`config.mk`:
```
export PLATFORM = sky130hd
export DESIGN_NAME = lqw_packer
export DESIGN_NICKNAME = d
export VERILOG_FILES = /design/src/rtl/lqw_pkg.sv /design/src/rtl/lqw_cfg_guard.sv /design/src/rtl/lqw_snapshot.sv /design/src/rtl/lqw_slot_mux.sv /design/src/rtl/lqw_packer.sv
export SDC_FILE = /design/constraint.sdc
export NUM_CORES = 1
export LEC_CHECK = 0
export BUFFER_PORTS_ARGS = -buffer_cell sky130_fd_sc_hd__buf_2
export CORE_ASPECT_RATIO = 1.25
export CORE_MARGIN = 4
export CORE_UTILIZATION = 50
export CTS_BUF_LIST = sky130_fd_sc_hd__clkbuf_4
export DETAILED_ROUTE_END_ITERATION = 16
export GPL_TIMING_DRIVEN = 0
export PLACE_DENSITY = 0.83
export SKIP_CTS_REPAIR_TIMING = 1
export SLEW_MARGIN = 10
export SYNTH_ARGS = -nofsm -noshare
export SYNTH_HDL_FRONTEND = slang
export SYNTH_SLANG_ARGS = --single-unit
```
`constraint.sdc`:
```
create_clock -name clk -period 5.4 [get_ports clk]
set_input_delay 0.54 -clock clk [delete_from_list [all_inputs] [get_ports clk]]
set_output_delay 0.54 -clock clk [all_outputs]
set_load 0.03 [all_outputs]
```
`src/rtl/lqw_pkg.sv`:
```
package lqw_pkg;

  localparam int NUM_CH     = 4;
  localparam int NUM_AGC    = 2;
  localparam int QW_BYTES   = 16;
  localparam int WORD_BYTES = 4;
  localparam int SLOTS      = QW_BYTES / WORD_BYTES;
  localparam int SLOT_W     = $clog2(SLOTS);
  localparam int IDX_W      = 2;

  // bit0 = use_agc, bit1 = split, bit2 = iq_only
  typedef struct packed {
    logic iq_only;
    logic split;
    logic use_agc;
  } mode_t;

  typedef enum logic [1:0] {
    SRC_CH     = 2'd0,
    SRC_AGC_IQ = 2'd1,
    SRC_RSSI   = 2'd2
  } src_kind_e;

  typedef struct packed {
    src_kind_e        kind;
    logic [IDX_W-1:0] idx;
  } slot_src_t;

  function automatic logic mode_bad(mode_t m);
    return m.use_agc & m.split & m.iq_only;
  endfunction

  function automatic slot_src_t pick_src(mode_t m, logic port_b,
                                         logic [SLOT_W-1:0] slot);
    slot_src_t r;
    r.kind = SRC_CH;
    r.idx  = IDX_W'(slot);
    if (!m.use_agc) begin
      if (m.split) r.idx = {port_b, slot[0]};
    end else begin
      r.idx  = {1'b0, m.split & port_b};
      r.kind = (!m.iq_only && slot[0]) ? SRC_RSSI : SRC_AGC_IQ;
    end
    return r;
  endfunction

endpackage

```
`src/rtl/lqw_cfg_guard.sv`:
```
module lqw_cfg_guard
  import lqw_pkg::*;
(
  input  logic  clk,
  input  logic  rst,
  input  mode_t mode,
  output logic  cfg_bad,
  output logic  cfg_err
);

  assign cfg_bad = mode_bad(mode);

  always_ff @(posedge clk) begin
    if (rst) cfg_err <= 1'b0;
    else if (cfg_bad) cfg_err <= 1'b1;
  end

  assert_err_sticky_R8: assert property (@(posedge clk) disable iff (rst)
    cfg_err |=> cfg_err);

  assert_err_follows_mode_R8: assert property (@(posedge clk) disable iff (rst)
    cfg_bad |=> cfg_err);

endmodule

```
`src/rtl/lqw_snapshot.sv`:
```
module lqw_snapshot
  import lqw_pkg::*;
#(
  parameter int SAMPLE_W = 16,
  parameter int RSSI_W   = 12
) (
  input  logic                        clk,
  input  logic                        rst,
  input  logic                        load,
  input  mode_t                       mode_in,
  input  logic [NUM_CH*SAMPLE_W-1:0]  ch_i_in,
  input  logic [NUM_CH*SAMPLE_W-1:0]  ch_q_in,
  input  logic [NUM_AGC*SAMPLE_W-1:0] agc_i_in,
  input  logic [NUM_AGC*SAMPLE_W-1:0] agc_q_in,
  input  logic [NUM_AGC*RSSI_W-1:0]   rssi_in,
  output mode_t                       mode_q,
  output logic [NUM_CH*SAMPLE_W-1:0]  ch_i_q,
  output logic [NUM_CH*SAMPLE_W-1:0]  ch_q_q,
  output logic [NUM_AGC*SAMPLE_W-1:0] agc_i_q,
  output logic [NUM_AGC*SAMPLE_W-1:0] agc_q_q,
  output logic [NUM_AGC*RSSI_W-1:0]   rssi_q
);

  always_ff @(posedge clk) begin
    if (rst) mode_q <= '0;
    else if (load) mode_q <= mode_in;
  end

  for (genvar c = 0; c < NUM_CH; c++) begin : g_ch
    always_ff @(posedge clk) begin
      if (load) begin
        ch_i_q[c*SAMPLE_W +: SAMPLE_W] <= ch_i_in[c*SAMPLE_W +: SAMPLE_W];
        ch_q_q[c*SAMPLE_W +: SAMPLE_W] <= ch_q_in[c*SAMPLE_W +: SAMPLE_W];
      end
    end
  end

  for (genvar a = 0; a < NUM_AGC; a++) begin : g_agc
    always_ff @(posedge clk) begin
      if (load) begin
        agc_i_q[a*SAMPLE_W +: SAMPLE_W] <= agc_i_in[a*SAMPLE_W +: SAMPLE_W];
        agc_q_q[a*SAMPLE_W +: SAMPLE_W] <= agc_q_in[a*SAMPLE_W +: SAMPLE_W];
        rssi_q[a*RSSI_W +: RSSI_W]      <= rssi_in[a*RSSI_W +: RSSI_W];
      end
    end
  end

endmodule

```
`src/rtl/lqw_slot_mux.sv`:
```
module lqw_slot_mux
  import lqw_pkg::*;
#(
  parameter int SAMPLE_W = 16,
  parameter int RSSI_W   = 12,
  parameter bit PORT_B   = 1'b0
) (
  input  mode_t                       mode,
  input  logic [SLOT_W-1:0]           slot,
  input  logic [NUM_CH*SAMPLE_W-1:0]  ch_i,
  input  logic [NUM_CH*SAMPLE_W-1:0]  ch_q,
  input  logic [NUM_AGC*SAMPLE_W-1:0] agc_i,
  input  logic [NUM_AGC*SAMPLE_W-1:0] agc_q,
  input  logic [NUM_AGC*RSSI_W-1:0]   rssi,
  output logic [2*SAMPLE_W-1:0]       word
);

  localparam int PAD_W = SAMPLE_W - RSSI_W;

  slot_src_t src;
  int        ch_k;
  int        agc_k;

  always_comb begin
    src   = pick_src(mode, PORT_B, slot);
    ch_k  = int'(src.idx);
    agc_k = int'(src.idx[0]);
    unique case (src.kind)
      SRC_CH:
        word = {ch_i[ch_k*SAMPLE_W +: SAMPLE_W], ch_q[ch_k*SAMPLE_W +: SAMPLE_W]};
      SRC_AGC_IQ:
        word = {agc_i[agc_k*SAMPLE_W +: SAMPLE_W], agc_q[agc_k*SAMPLE_W +: SAMPLE_W]};
      SRC_RSSI:
        word = {rssi[agc_k*RSSI_W +: RSSI_W], {PAD_W{1'b0}}, {SAMPLE_W{1'b0}}};
      default:
        word = '0;
    endcase
  end

endmodule

```
`src/rtl/lqw_packer.sv`:
```
module lqw_packer
  import lqw_pkg::*;
#(
  parameter int SAMPLE_W = 16,
  parameter int RSSI_W   = 12,
  parameter bit PORT_B   = 1'b0
) (
  input  logic                        clk,
  input  logic                        rst,
  input  logic [2:0]                  cfg_mode,
  input  logic                        smp_valid,
  input  logic [NUM_CH*SAMPLE_W-1:0]  ch_i,
  input  logic [NUM_CH*SAMPLE_W-1:0]  ch_q,
  input  logic [NUM_AGC*SAMPLE_W-1:0] agc_i,
  input  logic [NUM_AGC*SAMPLE_W-1:0] agc_q,
  input  logic [NUM_AGC*RSSI_W-1:0]   agc_rssi,
  output logic                        out_valid,
  input  logic                        out_ready,
  output logic [2*SAMPLE_W-1:0]       out_word,
  output logic                        out_last,
  output logic                        cfg_err
);

  localparam int WORD_W = 2*SAMPLE_W;
  localparam int PAD_W  = SAMPLE_W - RSSI_W;
  localparam logic [SLOT_W-1:0] LAST_SLOT = SLOT_W'(SLOTS-1);

  mode_t live_mode;
  assign live_mode = mode_t'(cfg_mode);

  // configuration guard
  logic cfg_bad;
  lqw_cfg_guard u_guard (
    .clk     (clk),
    .rst     (rst),
    .mode    (live_mode),
    .cfg_bad (cfg_bad),
    .cfg_err (cfg_err)
  );

  logic blocked;
  assign blocked = cfg_bad | cfg_err;

  // sequencing state
  logic              active;
  logic [SLOT_W-1:0] slot;
  logic              adv;
  logic              start;

  assign adv   = !out_valid || out_ready;
  assign start = !active && smp_valid && !blocked && adv;

  // snapshot bank
  mode_t                       snap_mode;
  logic [NUM_CH*SAMPLE_W-1:0]  snap_ch_i, snap_ch_q;
  logic [NUM_AGC*SAMPLE_W-1:0] snap_agc_i, snap_agc_q;
  logic [NUM_AGC*RSSI_W-1:0]   snap_rssi;

  lqw_snapshot #(.SAMPLE_W(SAMPLE_W), .RSSI_W(RSSI_W)) u_snap (
    .clk      (clk),
    .rst      (rst),
    .load     (start),
    .mode_in  (live_mode),
    .ch_i_in  (ch_i),
    .ch_q_in  (ch_q),
    .agc_i_in (agc_i),
    .agc_q_in (agc_q),
    .rssi_in  (agc_rssi),
    .mode_q   (snap_mode),
    .ch_i_q   (snap_ch_i),
    .ch_q_q   (snap_ch_q),
    .agc_i_q  (snap_agc_i),
    .agc_q_q  (snap_agc_q),
    .rssi_q   (snap_rssi)
  );

  // first slot reads the live inputs, the rest read the snapshot
  mode_t                       mx_mode;
  logic [SLOT_W-1:0]           mx_slot;
  logic [NUM_CH*SAMPLE_W-1:0]  mx_ch_i, mx_ch_q;
  logic [NUM_AGC*SAMPLE_W-1:0] mx_agc_i, mx_agc_q;
  logic [NUM_AGC*RSSI_W-1:0]   mx_rssi;
  logic [WORD_W-1:0]           mx_word;

  always_comb begin
    if (active) begin
      mx_mode  = snap_mode;
      mx_slot  = slot;
      mx_ch_i  = snap_ch_i;
      mx_ch_q  = snap_ch_q;
      mx_agc_i = snap_agc_i;
      mx_agc_q = snap_agc_q;
      mx_rssi  = snap_rssi;
    end else begin
      mx_mode  = live_mode;
      mx_slot  = '0;
      mx_ch_i  = ch_i;
      mx_ch_q  = ch_q;
      mx_agc_i = agc_i;
      mx_agc_q = agc_q;
      mx_rssi  = agc_rssi;
    end
  end

  lqw_slot_mux #(.SAMPLE_W(SAMPLE_W), .RSSI_W(RSSI_W), .PORT_B(PORT_B)) u_mux (
    .mode  (mx_mode),
    .slot  (mx_slot),
    .ch_i  (mx_ch_i),
    .ch_q  (mx_ch_q),
    .agc_i (mx_agc_i),
    .agc_q (mx_agc_q),
    .rssi  (mx_rssi),
    .word  (mx_word)
  );

  // registered output stage
  always_ff @(posedge clk) begin
    if (rst) begin
      out_valid <= 1'b0;
      out_last  <= 1'b0;
      out_word  <= '0;
      active    <= 1'b0;
      slot      <= '0;
    end else if (blocked) begin
      out_valid <= 1'b0;
      out_last  <= 1'b0;
      active    <= 1'b0;
      slot      <= '0;
    end else if (adv) begin
      if (active) begin
        out_word  <= mx_word;
        out_valid <= 1'b1;
        out_last  <= (slot == LAST_SLOT);
        active    <= (slot != LAST_SLOT);
        slot      <= slot + 1'b1;
      end else if (smp_valid) begin
        out_word  <= mx_word;
        out_valid <= 1'b1;
        out_last  <= 1'b0;
        active    <= 1'b1;
        slot      <= SLOT_W'(1);
      end else begin
        out_valid <= 1'b0;
        out_last  <= 1'b0;
      end
    end
  end

  assert_last_with_valid_R2: assert property (@(posedge clk) disable iff (rst)
    out_last |-> out_valid);

  assert_err_silent_R8: assert property (@(posedge clk) disable iff (rst)
    cfg_err |-> !out_valid);

  assert_stall_hold_R10: assert property (@(posedge clk) disable iff (rst)
    (out_valid && !out_ready && !blocked) |=> (out_valid && $stable(out_word)));

  assert_no_gap_R11: assert property (@(posedge clk) disable iff (rst)
    (out_valid && out_ready && !out_last && !blocked) |=> out_valid);

  assert_rssi_pad_R6: assert property (@(posedge clk) disable iff (rst)
    (out_valid && out_last && snap_mode.use_agc && !snap_mode.iq_only)
      |-> (out_word[SAMPLE_W+PAD_W-1:0] == '0));

endmodule

```
# Yosys cells after proc, flatten, opt, wreduce, memory -nomap -nowiden
# Index checks and enable logic that the tools add are counted.
[op_classes] reduce_logical=14 mul=1 n_mux=20 bitwise=4 n_eq_ne=4 addsub=1 n_shift=5
[op_table] op="$mux 32" n=4
[op_table] op="$mux 64" n=2
[op_table] op="$shiftx 64x7->16" n=2
[op_table] op="$pmux 32 s3" n=1
[op_table] op="$shiftx 32x6->16" n=2
[op_table] op="$shiftx 24x32->12" n=1
[op_table] op="$mux 24" n=1
[op_table] op="$mux 2" n=7
[op_table] op="$eq 2x2->1 const B" n=2
[op_table] op="$logic_and 1x1->1" n=4
[op_table] op="$logic_not 1->1" n=4
[op_table] op="$mux 1" n=4
[op_table] op="$mul 1x2->3 const B" n=1
[op_table] op="$mux 3" n=1
[op_table] op="$reduce_and 3->1" n=1
[op_table] op="$add 2x1->2 const B" n=1
[op_table] op="$and 1x1->1" n=2
[op_table] op="$eq 2x1->1 const B" n=1
[op_table] op="$logic_not 2->1" n=1
[op_table] op="$ne 2x2->1 const B" n=1
[op_table] op="$reduce_and 2->1" n=1
[op_table] op="$reduce_bool 2->1" n=1
[op_table] op="$reduce_or 2->1" n=1
[op_table] op="$logic_or 1x1->1" n=1
[op_table] op="2 further kinds" n=2
[word_totals] out_inout_bits=35 register_bits=257 in_bits=223

# Logic depth before layout (Yosys ltp)
[logic_depth] word_depth=9 depth_mapped=7 mapped_depth_nobuf=4

# Cells and area by module
# A second synthesis with hierarchy kept.
[unflattened] hier_cells=769 area_unflattened_um2=12216.7
[modules_own_cells] mod="lqw_snapshot" cells_per_inst=225 instances=1 area_each_um2=6587.6
[modules_own_cells] mod="lqw_packer" cells_per_inst=408 instances=1 area_each_um2=4301.6
[modules_own_cells] mod="lqw_slot_mux" cells_per_inst=132 instances=1 area_each_um2=1290.0
[modules_own_cells] mod="lqw_cfg_guard" cells_per_inst=4 instances=1 area_each_um2=37.5

# Worst setup path after synthesis
# OpenSTA, ideal clock, no wires.
[synth_path] path_type="input port to flip-flop" start="input cfg_mode[2]" end="register u_snap.agc_i_q[0] (enable)" arrival_ps=4408 cell_stages=3 path_slack_ps=467 path_cell_list="a31oi_2 > nand4b_1 > inv_1"
[synth_between] elab_chain_cells=5
[synth_rtl] element="start, declared" line_no="lqw_packer.sv:10" text="input logic [2:0] cfg_mode,"
[synth_rtl] element="$and 1x1->1" line_no="lqw_pkg.sv:30" text="return m.use_agc & m.split & m.iq_only;"
[synth_rtl] element="$or 1x1->1" line_no="lqw_packer.sv:42" text="assign blocked = cfg_bad | cfg_err;"
[synth_rtl] element="$logic_not 1->1" line_no="lqw_packer.sv:51" text="assign start = !active && smp_valid && !blocked && adv;"
[synth_rtl] element="$logic_and 1x1->1 (2 in series)" line_no="lqw_packer.sv:51"
[synth_rtl] element="via start" line_no="lqw_packer.sv:48" text="logic start;"
[synth_rtl] element="end signal, assigned by index" line_no="lqw_snapshot.sv:41" text="agc_i_q[a*SAMPLE_W +: SAMPLE_W] <= agc_i_in[a*SAMPLE_W +: SAMPLE_W];"
[synth_rtl] element="end, declared" line_no="lqw_snapshot.sv:19" text="output logic [NUM_AGC*SAMPLE_W-1:0] agc_i_q,"
# The timed path passes the listed nets, and every way through them passes these cells.
# A chain may end at the register's enable or synchronous reset.

# Worst setup path after layout
[layout_path] start="register active" end="register u_snap.ch_q_q[26] (enable)"
[layout_between] elab_chain_cells=4
[layout_rtl] element="start, declared" line_no="lqw_packer.sv:45" text="logic active;"
[layout_rtl] element="start signal, assigned" line_no="lqw_packer.sv:134" text="active <= (slot != LAST_SLOT);"
[layout_rtl] element="$logic_not 1->1" line_no="lqw_packer.sv:51"
[layout_rtl] element="$logic_and 1x1->1 (3 in series)" line_no="lqw_packer.sv:51"
[layout_rtl] element="via start" line_no="lqw_packer.sv:48"
[layout_rtl] element="end signal, assigned by index" line_no="lqw_snapshot.sv:33" text="ch_q_q[c*SAMPLE_W +: SAMPLE_W] <= ch_q_in[c*SAMPLE_W +: SAMPLE_W];"
[layout_rtl] element="end, declared" line_no="lqw_snapshot.sv:18" text="output logic [NUM_CH*SAMPLE_W-1:0] ch_q_q,"
# The timed path passes the listed nets, and every way through them passes these cells.

==> run summary <==
## Cells and area
- layout net count: 987
- total of fill cells in the finished design: 1248
- Post-Route Utilization: 62.9%
- Final Non-Filler Cells: 1025
- ratio of cells with drive above 1 in the final layout: 49.5%
- Area Growth Syn to Fin: 23.8%

## Run
- max-capacitance violation count: 0

## Yosys
- number of warnings issued by yosys: 0
- dominant cell by count in the synthesized netlist: sky130_fd_sc_hd__edfxtp_1
- share of flip-flops with an asynchronous set or reset: 0%
- top cell type by total area after synthesis: sky130_fd_sc_hd__edfxtp_1
- Mapped Avg Cell Area: 17.3 sq um
- cells taking the most area after synthesis: sky130_fd_sc_hd__edfxtp_1 60%, sky130_fd_sc_hd__dfxtp_1 9.6%, sky130_fd_sc_hd__mux4_2 7.4%
- synthesized netlist cell count: 496
- leading cell types by count after synthesis: 172 x sky130_fd_sc_hd__edfxtp_1, 50 x sky130_fd_sc_hd__nor2_1, 41 x sky130_fd_sc_hd__dfxtp_1
- primary flip-flop cell chosen by synthesis mapping: sky130_fd_sc_hd__edfxtp_1
- area of the mapped netlist: 8560 sq um
- synthesized netlist net count: 720
- Seq cells post-synth: 213
- count of distinct cell types in the synthesized netlist: 40
- number of enable-type register cells in the synthesized netlist: 172
- top cell type's share of synthesized area: 60.3%
- sequential cell area fraction in the yosys report: 69.9%

## GRT
- initial antenna violation count: 4
- pin count of the biggest net entering global routing: 88
- global-route wire length before repair: 32300 um
- vias in the first global route: 6112
- global router's overall resource usage: 21.5%
- leftover overflow at the end of global routing: 0

## Worst setup path
- source of the critical timing path: active
- crit path kind: flip-flop to flip-flop
- Max FO, Critical Path: 87
- delay of the slowest critical-path stage: 0.59 ns
- origin of the critical flop-to-flop path: active
- cells along the critical path: buf_4 -> buf_2 -> nand4b_1 -> inv_8 -> buf_16
- CP endpoint kind: flip-flop
- required time at the endpoint of the critical path: 5.67 ns
- CP startpoint kind: flip-flop
- data arrival time of the critical path: 2.89 ns
- master of the slowest instance on the critical path: sky130_fd_sc_hd__inv_8

## Clocking
- CTS tree: done
- insertion delay of the later-clocked pin in the worst-skew pair: 0.63 ns
- Root Buffer Master: sky130_fd_sc_hd__clkbuf_4
- number of clock buffers inserted by TritonCTS: 52
- Max Root-Sink Buffers: 3
- total number of clock tree sinks: 213
- clock transition at the register clock pins on the worst setup and hold paths after CTS: 0.07 ns
- deepest level of the CTS H-tree: 2

## Power
- worst ir drop on vdd: 0.000236 V
- fraction of power consumed by sequential logic: 51.4%
- proportion of power drawn by combinational gates: 14.5%
- switching power: 1.00 mW
- areal power density over the cells: 362 nW/um^2
- Int Pwr: 2.83 mW
- Sw Share: 26.2%
- clock share of power: 34.2%
- leakage power of the design: 4.14 nW

## Timing
- FMAX: 380 MHz
- final critical-path share of the clock period: 48.7%
- setup-violating endpoint count in the final report: 0
- unrepaired setup endpoints after global routing: no
- max-slew violation count: 0
- post-route setup slack: 2.77 ns
- Slew HR: 58.9%
- setup clock skew after layout: 0.0234 ns
- clock period minus final worst setup slack: 2.63 ns
- actual slew at the worst max-slew pin: 0.617 ns
- final hold violations: 0
- sum of negative setup slack: 0 ns

## Worst hold path
- class of the tightest hold or removal check: input port to flip-flop
- launch point of the worst hold path: agc_rssi[5]

## Place
- setup slack after placement: 2.59 ns
- Post-DP HPWL: 14900 um
- RD Place Congestion: 0.823
- cell count after placement: 929
- I/O Buffers: 212

## Floorplan
- die outline width: 125 um
- Die ar.: 19300 sq um
- top-level I/O count: 258
- starting utilization of the core area: 50.8%
- core area: 16800 sq um
- vertical die dimension: 154 um
- row cnt: 53

## Detailed routing
- antenna-violating nets left: 0
- total wire length: 21300 um
- vias per inst: 5.51
- Avg WL per Cell: 20.8 um
- drt initial violations: 398
- detailed-route via count: 5650
- number of optimization iterations in the first detailed-route pass: 5
- DRC: 0

## Outcome
- status: finished clean

==> cell type report <==
class | count | area, sq um | share of cell area, %
inverter | 1 | 11.3 | 0.106
clock inverter | 19 | 98.8 | 0.933
timing repair buffer | 213 | 1090 | 10.3
sequential | 213 | 5990 | 56.5
tap | 220 | 275 | 2.60
multi-input combinational | 247 | 2340 | 22.1
clock buffer | 74 | 556 | 5.24
antenna | 3 | 7.51 | 0.0709
buffer | 35 | 228 | 2.15
==> metal layers <==
metal  part of all wire, %  vias to the layer above  global-route usage [%]
met5                 0.061                        -                       0
met4                   2.7                        2                    9.66
met1                    38                     2758                    25.5
li1                      -                     2569                       -
met2                    51                      283                    36.3
met3                   8.5                       38                    6.32
==> power by group through the flow <==
stage          clock network (mW)  logic [mW]  registers [mW]
2_1_floorplan                   0       0.296            2.06
3_3_place_gp                    0       0.534            2.02
3_5_place_dp                    0       0.558            2.00
4_1_cts                      1.35       0.561            1.97
5_1_grt                      1.43       0.598            1.98
6_report                     1.31       0.554            1.97
==> critical path, delay by kind of cell (launching register included) <==
family / cells / cell delay (ns)
and+or+nand+nor: 1 / 0.47
buffers and inverters: 4 / 1.35
DFF: 1 / 0.32
==> final timing paths <==
check                      end  slack [ns]  depth (start not counted)
max          u_snap.ch_q_q[26]        2.77                          5
min           u_snap.rssi_q[5]        0.08                          1
max reg2reg  u_snap.ch_q_q[26]        2.77                          5
min reg2reg           out_last        0.48                          2
==> sequential cells by signal, indices dropped and copies added (netlist names) <==
signal	cells
u_snap.ch_i_q	64
u_snap.rssi_q	12
u_snap.mode_q	3
active	1
u_snap.agc_q_q	16
u_snap.ch_q_q	64
out_last	1
out_word	32
u_snap.agc_i_q	16
out_valid	1
u_guard.cfg_err	1
slot	2
==> cell families (layout without fill, tap and decap cells) <==
group | after synthesis | after routing | synth area share (%)
and+or+nand+nor | 94 | 94 | 4.93
other | 0 | 3 | 0
adders and majority gates | 1 | 1 | 0.146
DFF | 213 | 213 | 69.9
buffers and inverters | 36 | 342 | 2.70
muxes | 67 | 67 | 12.8
AOI/OAI and AO/OA | 85 | 85 | 9.49
==> placed cells by master (no fill, tap or decap), types with 6 or more instances in the layout <==
| cell type | netlist | layout |
|---|---|---|
| sky130_fd_sc_hd__a211o_1 | 11 | 11 |
| sky130_fd_sc_hd__a211oi_1 | 20 | 20 |
| sky130_fd_sc_hd__a211oi_2 | 11 | 11 |
| sky130_fd_sc_hd__a221oi_1 | 20 | 20 |
| sky130_fd_sc_hd__a221oi_2 | 11 | 11 |
| sky130_fd_sc_hd__buf_2 | 17 | 229 |
| sky130_fd_sc_hd__buf_4 | 6 | 6 |
| sky130_fd_sc_hd__buf_6 | 6 | 6 |
| sky130_fd_sc_hd__clkbuf_4 | 2 | 76 |
| sky130_fd_sc_hd__clkinv_1 | 0 | 17 |
| sky130_fd_sc_hd__dfxtp_1 | 41 | 41 |
| sky130_fd_sc_hd__edfxtp_1 | 172 | 172 |
| sky130_fd_sc_hd__mux2_2 | 21 | 21 |
| sky130_fd_sc_hd__mux2i_1 | 15 | 15 |
| sky130_fd_sc_hd__mux4_2 | 28 | 28 |
| sky130_fd_sc_hd__nand2_1 | 25 | 25 |
| sky130_fd_sc_hd__nor2_1 | 50 | 50 |
==> through the flow <==
step           power, mW  instance area (sq um)  hold WS (ns)
6_report            3.83                  10600        0.0846
5_1_grt             4.00                  10600        0.0152
4_1_cts             3.87                  10600        0.0183
3_5_place_dp        2.56                   9930         0.450
3_3_place_gp        2.55                   9900         0.452
2_1_floorplan       2.36                   8560         0.479
Power figures use the tool's default switching activity.
